[config.mk]
export PLATFORM = sky130hd
export DESIGN_NAME = write_guard
export DESIGN_NICKNAME = d
export VERILOG_FILES = /design/src/rtl/write_guard_pkg.sv /design/src/rtl/write_guard_ctrl.sv /design/src/rtl/write_guard_dp.sv /design/src/rtl/write_guard.sv
export SDC_FILE = /design/constraint.sdc
export NUM_CORES = 1
export LEC_CHECK = 0
export ABC_CLOCK_PERIOD_IN_PS = 2800
export BUFFER_PORTS_ARGS = -buffer_cell sky130_fd_sc_hd__clkbuf_2
export CORE_MARGIN = 2
export CORE_UTILIZATION = 38
export DETAILED_ROUTE_END_ITERATION = 16
export PLACE_DENSITY = 0.84
export SLEW_MARGIN = 5
export SYNTH_ARGS = -nofsm -noshare
export SYNTH_HDL_FRONTEND = slang
export SYNTH_HIERARCHICAL = 1
export SYNTH_SLANG_ARGS = --single-unit
[constraint.sdc]
create_clock -name clk -period 2.8 [get_ports clk]
set_input_delay 0.28 -clock clk [delete_from_list [all_inputs] [get_ports clk]]
set_output_delay 0.28 -clock clk [all_outputs]
set_load 0.05 [all_outputs]
[src/rtl/write_guard_pkg.sv]
package write_guard_pkg;

  typedef enum logic [1:0] {
    REQ_SET_LATCH = 2'd0,
    REQ_CLR_LATCH = 2'd1,
    REQ_STATUS_WR = 2'd2,
    REQ_ARRAY_WR  = 2'd3
  } reqKind_e;

  localparam int STAT_W = 3;
  localparam int LOCK_BIT = 2;

  typedef struct packed {
    logic setLatch;
    logic clrLatch;
    logic loadStatus;
    logic ack;
    logic nak;
  } guardStrobe_t;

endpackage

[src/rtl/write_guard_ctrl.sv]
module write_guard_ctrl
  import write_guard_pkg::*;
(
  input  logic         reqValid,
  input  logic [1:0]   reqKind,
  input  logic         wel,
  input  logic         hwLocked,
  input  logic         addrHit,
  output guardStrobe_t strobe
);

  reqKind_e kind;
  assign kind = reqKind_e'(reqKind);

  always_comb begin
    strobe = '0;
    if (reqValid) begin
      unique case (kind)
        REQ_SET_LATCH: begin
          strobe.setLatch = 1'b1;
          strobe.ack      = 1'b1;
        end
        REQ_CLR_LATCH: begin
          strobe.clrLatch = 1'b1;
          strobe.ack      = 1'b1;
        end
        REQ_STATUS_WR: begin
          if (wel && !hwLocked) begin
            strobe.loadStatus = 1'b1;
            strobe.clrLatch   = 1'b1;
            strobe.ack        = 1'b1;
          end else begin
            strobe.nak = 1'b1;
          end
        end
        REQ_ARRAY_WR: begin
          if (wel && !addrHit) begin
            strobe.clrLatch = 1'b1;
            strobe.ack      = 1'b1;
          end else begin
            strobe.nak = 1'b1;
          end
        end
        default: strobe = '0;
      endcase
    end
  end

endmodule

[src/rtl/write_guard_dp.sv]
module write_guard_dp
  import write_guard_pkg::*;
#(
  parameter int DEPTH       = 2048,
  parameter int SYNC_STAGES = 2,
  localparam int ADDR_W     = $clog2(DEPTH)
) (
  input  logic              clk,
  input  logic              rst_n,
  input  logic              wpPinN,
  input  guardStrobe_t      strobe,
  input  logic [STAT_W-1:0] newStatus,
  input  logic [ADDR_W-1:0] reqAddr,
  output logic              wel,
  output logic [1:0]        bpCode,
  output logic              srwd,
  output logic              hwLocked,
  output logic              protActive,
  output logic [ADDR_W-1:0] protLo,
  output logic              addrHit,
  output logic              accept,
  output logic              reject
);

  localparam logic [ADDR_W-1:0] LO_QUARTER = ADDR_W'(DEPTH - DEPTH / 4);
  localparam logic [ADDR_W-1:0] LO_HALF    = ADDR_W'(DEPTH / 2);
  localparam logic [ADDR_W-1:0] LO_WHOLE   = '0;

  logic [SYNC_STAGES-1:0] syncQ;
  logic                   pinSync;

  // pin synchronizer, reset to the released (high) level
  generate
    if (SYNC_STAGES == 1) begin : g_sync1
      always_ff @(posedge clk) begin
        if (!rst_n) syncQ <= '1;
        else        syncQ <= wpPinN;
      end
    end else begin : g_syncN
      always_ff @(posedge clk) begin
        if (!rst_n) syncQ <= '1;
        else        syncQ <= {syncQ[SYNC_STAGES-2:0], wpPinN};
      end
    end
  endgenerate

  assign pinSync  = syncQ[SYNC_STAGES-1];
  assign hwLocked = srwd & ~pinSync;

  always_ff @(posedge clk) begin
    if (!rst_n) begin
      wel <= 1'b0;
    end else if (strobe.setLatch) begin
      wel <= 1'b1;
    end else if (strobe.clrLatch) begin
      wel <= 1'b0;
    end
  end

  always_ff @(posedge clk) begin
    if (!rst_n) begin
      srwd   <= 1'b0;
      bpCode <= 2'b00;
    end else if (strobe.loadStatus) begin
      srwd   <= newStatus[LOCK_BIT];
      bpCode <= newStatus[1:0];
    end
  end

  always_ff @(posedge clk) begin
    if (!rst_n) begin
      accept <= 1'b0;
      reject <= 1'b0;
    end else begin
      accept <= strobe.ack;
      reject <= strobe.nak;
    end
  end

  always_comb begin
    protActive = 1'b1;
    unique case (bpCode)
      2'b01:   protLo = LO_QUARTER;
      2'b10:   protLo = LO_HALF;
      2'b11:   protLo = LO_WHOLE;
      default: begin
        protLo     = LO_WHOLE;
        protActive = 1'b0;
      end
    endcase
  end

  assign addrHit = protActive && (reqAddr >= protLo);

endmodule

[src/rtl/write_guard.sv]
module write_guard
  import write_guard_pkg::*;
#(
  parameter int DEPTH   = 2048,
  localparam int ADDR_W = $clog2(DEPTH)
) (
  input  logic              clk,
  input  logic              rst_n,
  input  logic              wpPinN,
  input  logic              reqValid,
  input  logic [1:0]        reqKind,
  input  logic [ADDR_W-1:0] reqAddr,
  input  logic [2:0]        reqStatus,
  output logic              accept,
  output logic              reject,
  output logic              wel,
  output logic [1:0]        bpCode,
  output logic              srwd,
  output logic              hwLocked,
  output logic              protActive,
  output logic [ADDR_W-1:0] protLo
);

  guardStrobe_t strobe;
  logic         addrHit;

  write_guard_ctrl u_ctrl (
    .reqValid (reqValid),
    .reqKind  (reqKind),
    .wel      (wel),
    .hwLocked (hwLocked),
    .addrHit  (addrHit),
    .strobe   (strobe)
  );

  write_guard_dp #(.DEPTH(DEPTH), .SYNC_STAGES(2)) u_dp (
    .clk        (clk),
    .rst_n      (rst_n),
    .wpPinN     (wpPinN),
    .strobe     (strobe),
    .newStatus  (reqStatus),
    .reqAddr    (reqAddr),
    .wel        (wel),
    .bpCode     (bpCode),
    .srwd       (srwd),
    .hwLocked   (hwLocked),
    .protActive (protActive),
    .protLo     (protLo),
    .addrHit    (addrHit),
    .accept     (accept),
    .reject     (reject)
  );

endmodule

# After elaboration in Yosys (flattened, before gate mapping)
# Index checks and enable logic that the tools add are counted.
# totals
regBits,8
input_bits,20
out_inout_bits,19
word_cells,39
# op_classes
magnitude_cmp,1
n_eq_ne,6
n_mux,14
bitwise,2
n_reduce_logical,10
# op_table
cell,count
$pmux W11 S2,1
$ge A11 B11 Y1,1
$eq A2 B2 Y1 const B,4
$mux W1,8
$pmux W1 S3,2
$mux W5,1
$eq A2 B1 Y1 const B,2
$logic_and A1 B1 Y1,3
$mux W3,1
$reduce_or A3 Y1,1
$logic_not A1 Y1,2
$logic_not A2 Y1,1
$pmux W1 S2,1
$reduce_and A2 Y1,1
$reduce_bool A2 Y1,1
$reduce_or A2 Y1,1
$and A1 B1 Y1,1
$not A1 Y1,1

# Logic depth before layout (Yosys ltp)
# Gate-level depths: netlist (run 1).
# logic_depth
word_depth,11
mapped_depth,11
depth_no_buf,11

# Cells and area by module
# Netlist (run 1), hierarchy kept.
# by_module_without_submodules
module,n_inst,cells_each,area_per_inst_um2,seq_area_each_um2
write_guard_dp,1,47,447.9,160.2
write_guard_ctrl,1,9,66.3,0.0

# Worst setup path after synthesis (run 1)
# No wires, ideal clock.
# synth_path
kind,register to register
start,reg u_dp.bpCode[1]
end,reg u_dp.wel
setup_ps,58
arrival_ps,2693
t_required_ps,2742
setup_slack_ps,49
path_stages_with_launch,12
n_path_buf,0
period_less_slack_ps,2751
path_cell_list,dfxtp_1 -> inv_1 -> ha_1 -> inv_1 -> ha_1 -> nor4b_2 -> nand3_1 -> a21oi_1 -> nor2b_1 -> a311o_1 -> nor2b_1 -> o21a_1
# synth_rtl
item,line,text
"start, declared",write_guard_dp.sv:15,"output logic [1:0] bpCode,"
"start signal, assigned",write_guard_dp.sv:66,bpCode <= newStatus[1:0];
"end signal, assigned",write_guard_dp.sv:52,wel <= 1'b0;
"end signal, assigned",write_guard_dp.sv:54,wel <= 1'b1;
"end signal, assigned",write_guard_dp.sv:56,wel <= 1'b0;
"end, declared",write_guard_dp.sv:14,"output logic wel,"

==> flow_metrics.env, run 1 <==
export IMPL_hp_class="primary input to flip-flop"
export IMPL_htree_levels=1
export IMPL_cts_root_buf="clkbuf_4"
export IMPL_synth_top_area_share_pct=31.1
export IMPL_finalPower_uw=273
export IMPL_final_setup_viol_count=0
export IMPL_place_ws_ps=659
export IMPL_ys_ff_latch=8
export IMPL_fmax_mhz=467
export IMPL_slew_violations=0
export IMPL_grt_pass1_wl_mm=1.44
export IMPL_grt_total_usage_pct=13.5
export IMPL_yosysSeqAreaShare_pct=31.1
export IMPL_ant_nets=0
export IMPL_gr_usage_met3_pct=3.26
export IMPL_cp_end_kind="flip-flop"
export IMPL_rsz0062_at_grt="false"
export IMPL_clk_pin_slew_ps=50
export IMPL_netlist_area_um2=514
export IMPL_ir_drop_uv=286
export IMPL_startpoint_type="flip-flop"
export IMPL_place_hpwl_um=787
export IMPL_die_h_um=40.8
export IMPL_first_pass_iters=1
export IMPL_setup_slack_ps=659
export IMPL_final_net_count=113
export IMPL_core_area_um2=1280
export IMPL_clock_sinks=8
export IMPL_start_util_pct=40.0
export IMPL_via_per_inst=4.48
export IMPL_port_buffers=29
export IMPL_critPathKind="flip-flop to flip-flop"
export IMPL_grtUsageMet1_pct=14.4
export IMPL_cp_data_required_time_ps=2990
export IMPL_drive_gt1_share_pct=40.2
export IMPL_grt_overflow=0
export IMPL_final_cell_count_no_fill=102
export IMPL_place_inst=99
export IMPL_p_leak_nw=0.340
export IMPL_synthDistinctLibCells=22
export IMPL_worstPathMaxFanout=4
export IMPL_tns_ps=0
export IMPL_ctsResizeCount=0
export IMPL_drv_cap=0
export IMPL_n_antenna_cell=0
export IMPL_num_vias=457
export IMPL_routedWlPerCell_um=8.95
export IMPL_cts_buffers=3
export IMPL_ioPinCount=39
export IMPL_syn_inst=56
export IMPL_grt_busiest_layer="met2"
export IMPL_area_growth_pct=29.0
export IMPL_cts_setup_buffers=0
export IMPL_period_share_pct=76.5
export IMPL_hold_ws_ps=211
export IMPL_drtIter0Drc=0
export IMPL_gp_congestion=0.693
export IMPL_grt_use_met2_pct=23.8
export IMPL_die_x_um=40.8
export IMPL_p_per_area_nw_per_um2=411
export IMPL_yosys_area_top_type="dfxtp_1"
export IMPL_period_needed_ps=2140
export IMPL_final_common_cell="clkbuf_2"
export IMPL_synth_warning_count=6
export IMPL_antenna_found_initial=0
export IMPL_r2r_setup_slack_ps=660
export IMPL_avgSynthCellArea_um2=9.18
export IMPL_hold_viol=0
export IMPL_insertion_delay_ps=240
export IMPL_dieArea_um2=1660
export IMPL_first_global_vias=391
export IMPL_ctsLongestPathBuffers=2
export IMPL_fp_row_count=13
export IMPL_clock_skew_ps=1.20
export IMPL_drt_wl_total_um=913
export IMPL_layout_common_cells="clkbuf_2 (29), conb_1 (9), dfxtp_1 (8)"
export IMPL_synthTopCellsByArea="dfxtp_1 (31%), buf_4 (13%), ha_1 (9.7%)"
export IMPL_arrival_ps=2330
export IMPL_status="completed"
export IMPL_grt_max_degree=9
export IMPL_drc=0
export IMPL_cts_tree="yes"
export IMPL_holdBufCountCts=0
cell usage after synthesis (all sizes together):
library cell,n
and2,2
nor4b,2
o21a,1
and4,1
nand3,1
dfxtp,8
nor3b,1
o21ai,1
and3,1
a311o,1
nor3,1
mux2i,3
and3b,1
nor2,1
inv,6
a21oi,2
nor2b,6
buf,9
a21boi,1
nand2b,2
conb,1
ha,4
worst max-delay path, stage by stage (launching register included):
cell and delay [ps]:
dfxtp_1 370, inv_1 60, ha_1 290, inv_1 50
ha_1 270, nor4b_2 180, nand3_1 100, a21oi_1 140
nor2b_1 70, a311o_1 340, nor2b_1 110, o21a_1 110
layer usage:
layer	vias up	part of all wire, %	wire length, um
li1	233	-	-
met1	199	43	393
met2	25	48	435
met3	0	9.2	84
met4	0	0	0
met5	-	0	0
cell families after synthesis:
| group | Yosys count | synth area share [%] |
|---|---|---|
| other | 1 | 0.729 |
| DFF | 8 | 31.1 |
| buffers and inverters | 15 | 17.5 |
| muxes | 3 | 5.84 |
| and+or+nand+nor | 19 | 27.2 |
| AOI/OAI and AO/OA | 6 | 7.79 |
| adders and majority gates | 4 | 9.73 |
flip-flops by register name, indices dropped and copies added, names as in the netlist:
| register | flops |
|---|---|
| u_dp/bpCode | 2 |
| u_dp/reject | 1 |
| u_dp/srwd | 1 |
| u_dp/syncQ | 2 |
| u_dp/wel | 1 |
| u_dp/accept | 1 |
where the power goes:
group / switching (mW) / internal [mW]
sequential: 0.00166 / 0.118
clock: 0.0356 / 0.0488
combinational: 0.0490 / 0.0202
area by class of cell:
class                      count  area, um2
multi-input combinational     41        294
clock buffer                   3       22.5
tap                           15       18.8
fill                         138        622
inverter                       6       22.5
timing repair buffer          29        145
sequential                     8        160
path summary, 6_finish.rpt:
kind / cells past startpoint / start / to
worst min register to register: 1 / u_dp/syncQ[0] / u_dp/syncQ[1]
worst min-delay path: 2 / wpPinN / u_dp/syncQ[0]
worst max register to register: 11 / u_dp/bpCode[0] / u_dp/wel
worst max-delay path: 11 / u_dp/bpCode[0] / u_dp/wel
stage by stage:
stage | instance area, um2 | utilization (%)
finish | 663 | 51.6
floorplan | 544 | -
global route | 663 | 51.6
detailed placement | 641 | 49.9
CTS | 663 | 51.6
global placement | 641 | 49.9
Power figures use the tool's default switching activity.
==> run 2, diff against run 1 <==
ABC_CLOCK_PERIOD_IN_PS = 1730   (was 2800)
CORE_UTILIZATION = 34   (was 38)
PLACE_DENSITY = 0.8   (was 0.84)
clock period = 1.73 ns   (was 2.8 ns; I/O delays follow)
==> flow_metrics.env, run 2 (synthesized netlist as in run 1, its figures left out) <==
export IMPL_ff2ff_path_depth=11
export IMPL_ctsLongestPathBuffers=2
export IMPL_final_net_count=116
export IMPL_start_util_pct=35.4
export IMPL_die_h_um=42.9
export IMPL_num_vias=463
export IMPL_hp_class="primary input to flip-flop"
export IMPL_critPathKind="flip-flop to flip-flop"
export IMPL_tns_ps=-786
export IMPL_clk_pin_slew_ps=60
export IMPL_final_setup_viol_count=3
export IMPL_period_share_pct=117
export IMPL_ant_nets=0
export IMPL_ioPinCount=39
export IMPL_first_global_vias=428
export IMPL_cp_data_required_time_ps=1920
export IMPL_drv_cap=0
export IMPL_fp_row_count=14
export IMPL_insertion_delay_ps=260
export IMPL_worstPathMaxFanout=2
export IMPL_clock_skew_ps=14.1
export IMPL_core_area_um2=1450
export IMPL_p_per_area_nw_per_um2=623
export IMPL_htree_levels=1
export IMPL_port_buffers=29
export IMPL_cts_buffers=3
export IMPL_routedWlPerCell_um=9.53
export IMPL_period_needed_ps=2030
export IMPL_p_leak_nw=0.368
export IMPL_rsz0062_at_grt="true"
export IMPL_drt_wl_total_mm=1.02
export IMPL_hold_viol=0
export IMPL_gp_congestion=0.673
export IMPL_grt_max_degree=9
export IMPL_die_x_um=42.9
export IMPL_first_pass_iters=2
export IMPL_n_antenna_cell=0
export IMPL_grt_pass1_wl_mm=1.70
export IMPL_reg_top3="u_dp/bpCode (2), u_dp/syncQ (2)"
export IMPL_r2r_start="u_dp/bpCode[1]"
export IMPL_intPower_uw=312
export IMPL_dieArea_um2=1840
export IMPL_layout_common_cells="clkbuf_2 (29), conb_1 (9), dfxtp_1 (6)"
export IMPL_hold_depth=2
export IMPL_drc=0
export IMPL_area_growth_pct=44.8
export IMPL_arrival_ps=2230
export IMPL_cts_root_buf="clkbuf_4"
export IMPL_drive_gt1_share_pct=51.6
export IMPL_violations="negative setup slack"
export IMPL_startpoint="u_dp/bpCode[1]"
export IMPL_antenna_found_initial=0
export IMPL_min_from="wpPinN"
export IMPL_place_hpwl_um=828
export IMPL_startpoint_type="flip-flop"
export IMPL_grt_overflow=0
export IMPL_drtIter0Drc=1
export IMPL_slew_violations=0
export IMPL_final_common_cell="clkbuf_2"
export IMPL_swShare_pct=32.8
export IMPL_cts_tree="yes"
export IMPL_status="finished, violations left"
export IMPL_cp_end_kind="flip-flop"
export IMPL_fmax_mhz=492
export IMPL_power_frac_seq_pct=41.0
export IMPL_power_switching_uw=152
export IMPL_via_per_inst=4.33
export IMPL_ir_drop_uv=511
export IMPL_clock_sinks=8
export IMPL_grt_total_usage_pct=12.4
export IMPL_finalPower_uw=464
export IMPL_combPwrFrac_pct=25.6
export IMPL_power_share_clock_pct=33.4
export IMPL_setup_slack_ps=-302
[run 2: repair_timing]
action                                  4_1_cts  5_1_grt
hold buffers                                  0        0
buffers inserted                              2        0
endpoints found under the setup margin        3        3
pin swaps                                     3        1
gates resized for setup                       1        0
[run 2: routing by layer]
metal | share of wire (%) | up-vias | wire, um | track usage [%]
li1 | - | 239 | - | -
met1 | 39 | 197 | 401 | 14.0
met2 | 48 | 27 | 493 | 20.3
met3 | 12 | 0 | 125 | 5.96
met4 | 0 | 0 | 0 | 3.75
met5 | 0 | - | 0 | 0
[run 2: power by group through the flow]
stage / logic (mW) / clock network [mW] / registers, mW
finish: 0.119 / 0.155 / 0.190
global route: 0.128 / 0.176 / 0.191
CTS: 0.119 / 0.164 / 0.190
detailed placement: 0.115 / 0 / 0.194
global placement: 0.114 / 0 / 0.194
floorplan: 0.0840 / 0 / 0.207
[run 2: area by class of cell]
| type | instances | area (um2) |
|---|---|---|
| Clock buffer | 4 | 26.3 |
| Fill cell | 144 | 709 |
| Timing Repair Buffer | 32 | 168 |
| Tap cell | 16 | 20.0 |
| Inverter | 6 | 25.0 |
| Multi-Input combinational cell | 41 | 338 |
| Sequential cell | 8 | 168 |
[run 2: metrics by stage]
step	cells	setup slack [ps]	hold slack, ps	utilization (%)	area (um2)
floorplan	64	-430	246	-	589
global placement	101	-235	352	47.8	694
detailed placement	101	-327	360	47.8	694
CTS	107	-336	94.6	51.2	744
global route	107	-467	115	51.2	744
finish	107	-302	106	51.2	744
[run 2: critical path, stage by stage (launching register included)]
cell	delay [ps]
dfxtp_4	360
inv_4	40
ha_4	260
inv_2	40
ha_4	250
nor4b_4	180
nand3_1	100
a21oi_1	130
nor2b_1	70
a311o_1	300
nor2b_1	130
o21a_1	120
[run 2: path summary, 6_finish.rpt]
| check | endpoint | slack [ps] |
|---|---|---|
| hold / removal | u_dp/syncQ[0] | 110 |
| setup / recovery | u_dp/wel | -300 |
| hold reg to reg | u_dp/syncQ[1] | 410 |
| setup reg to reg | u_dp/wel | -300 |
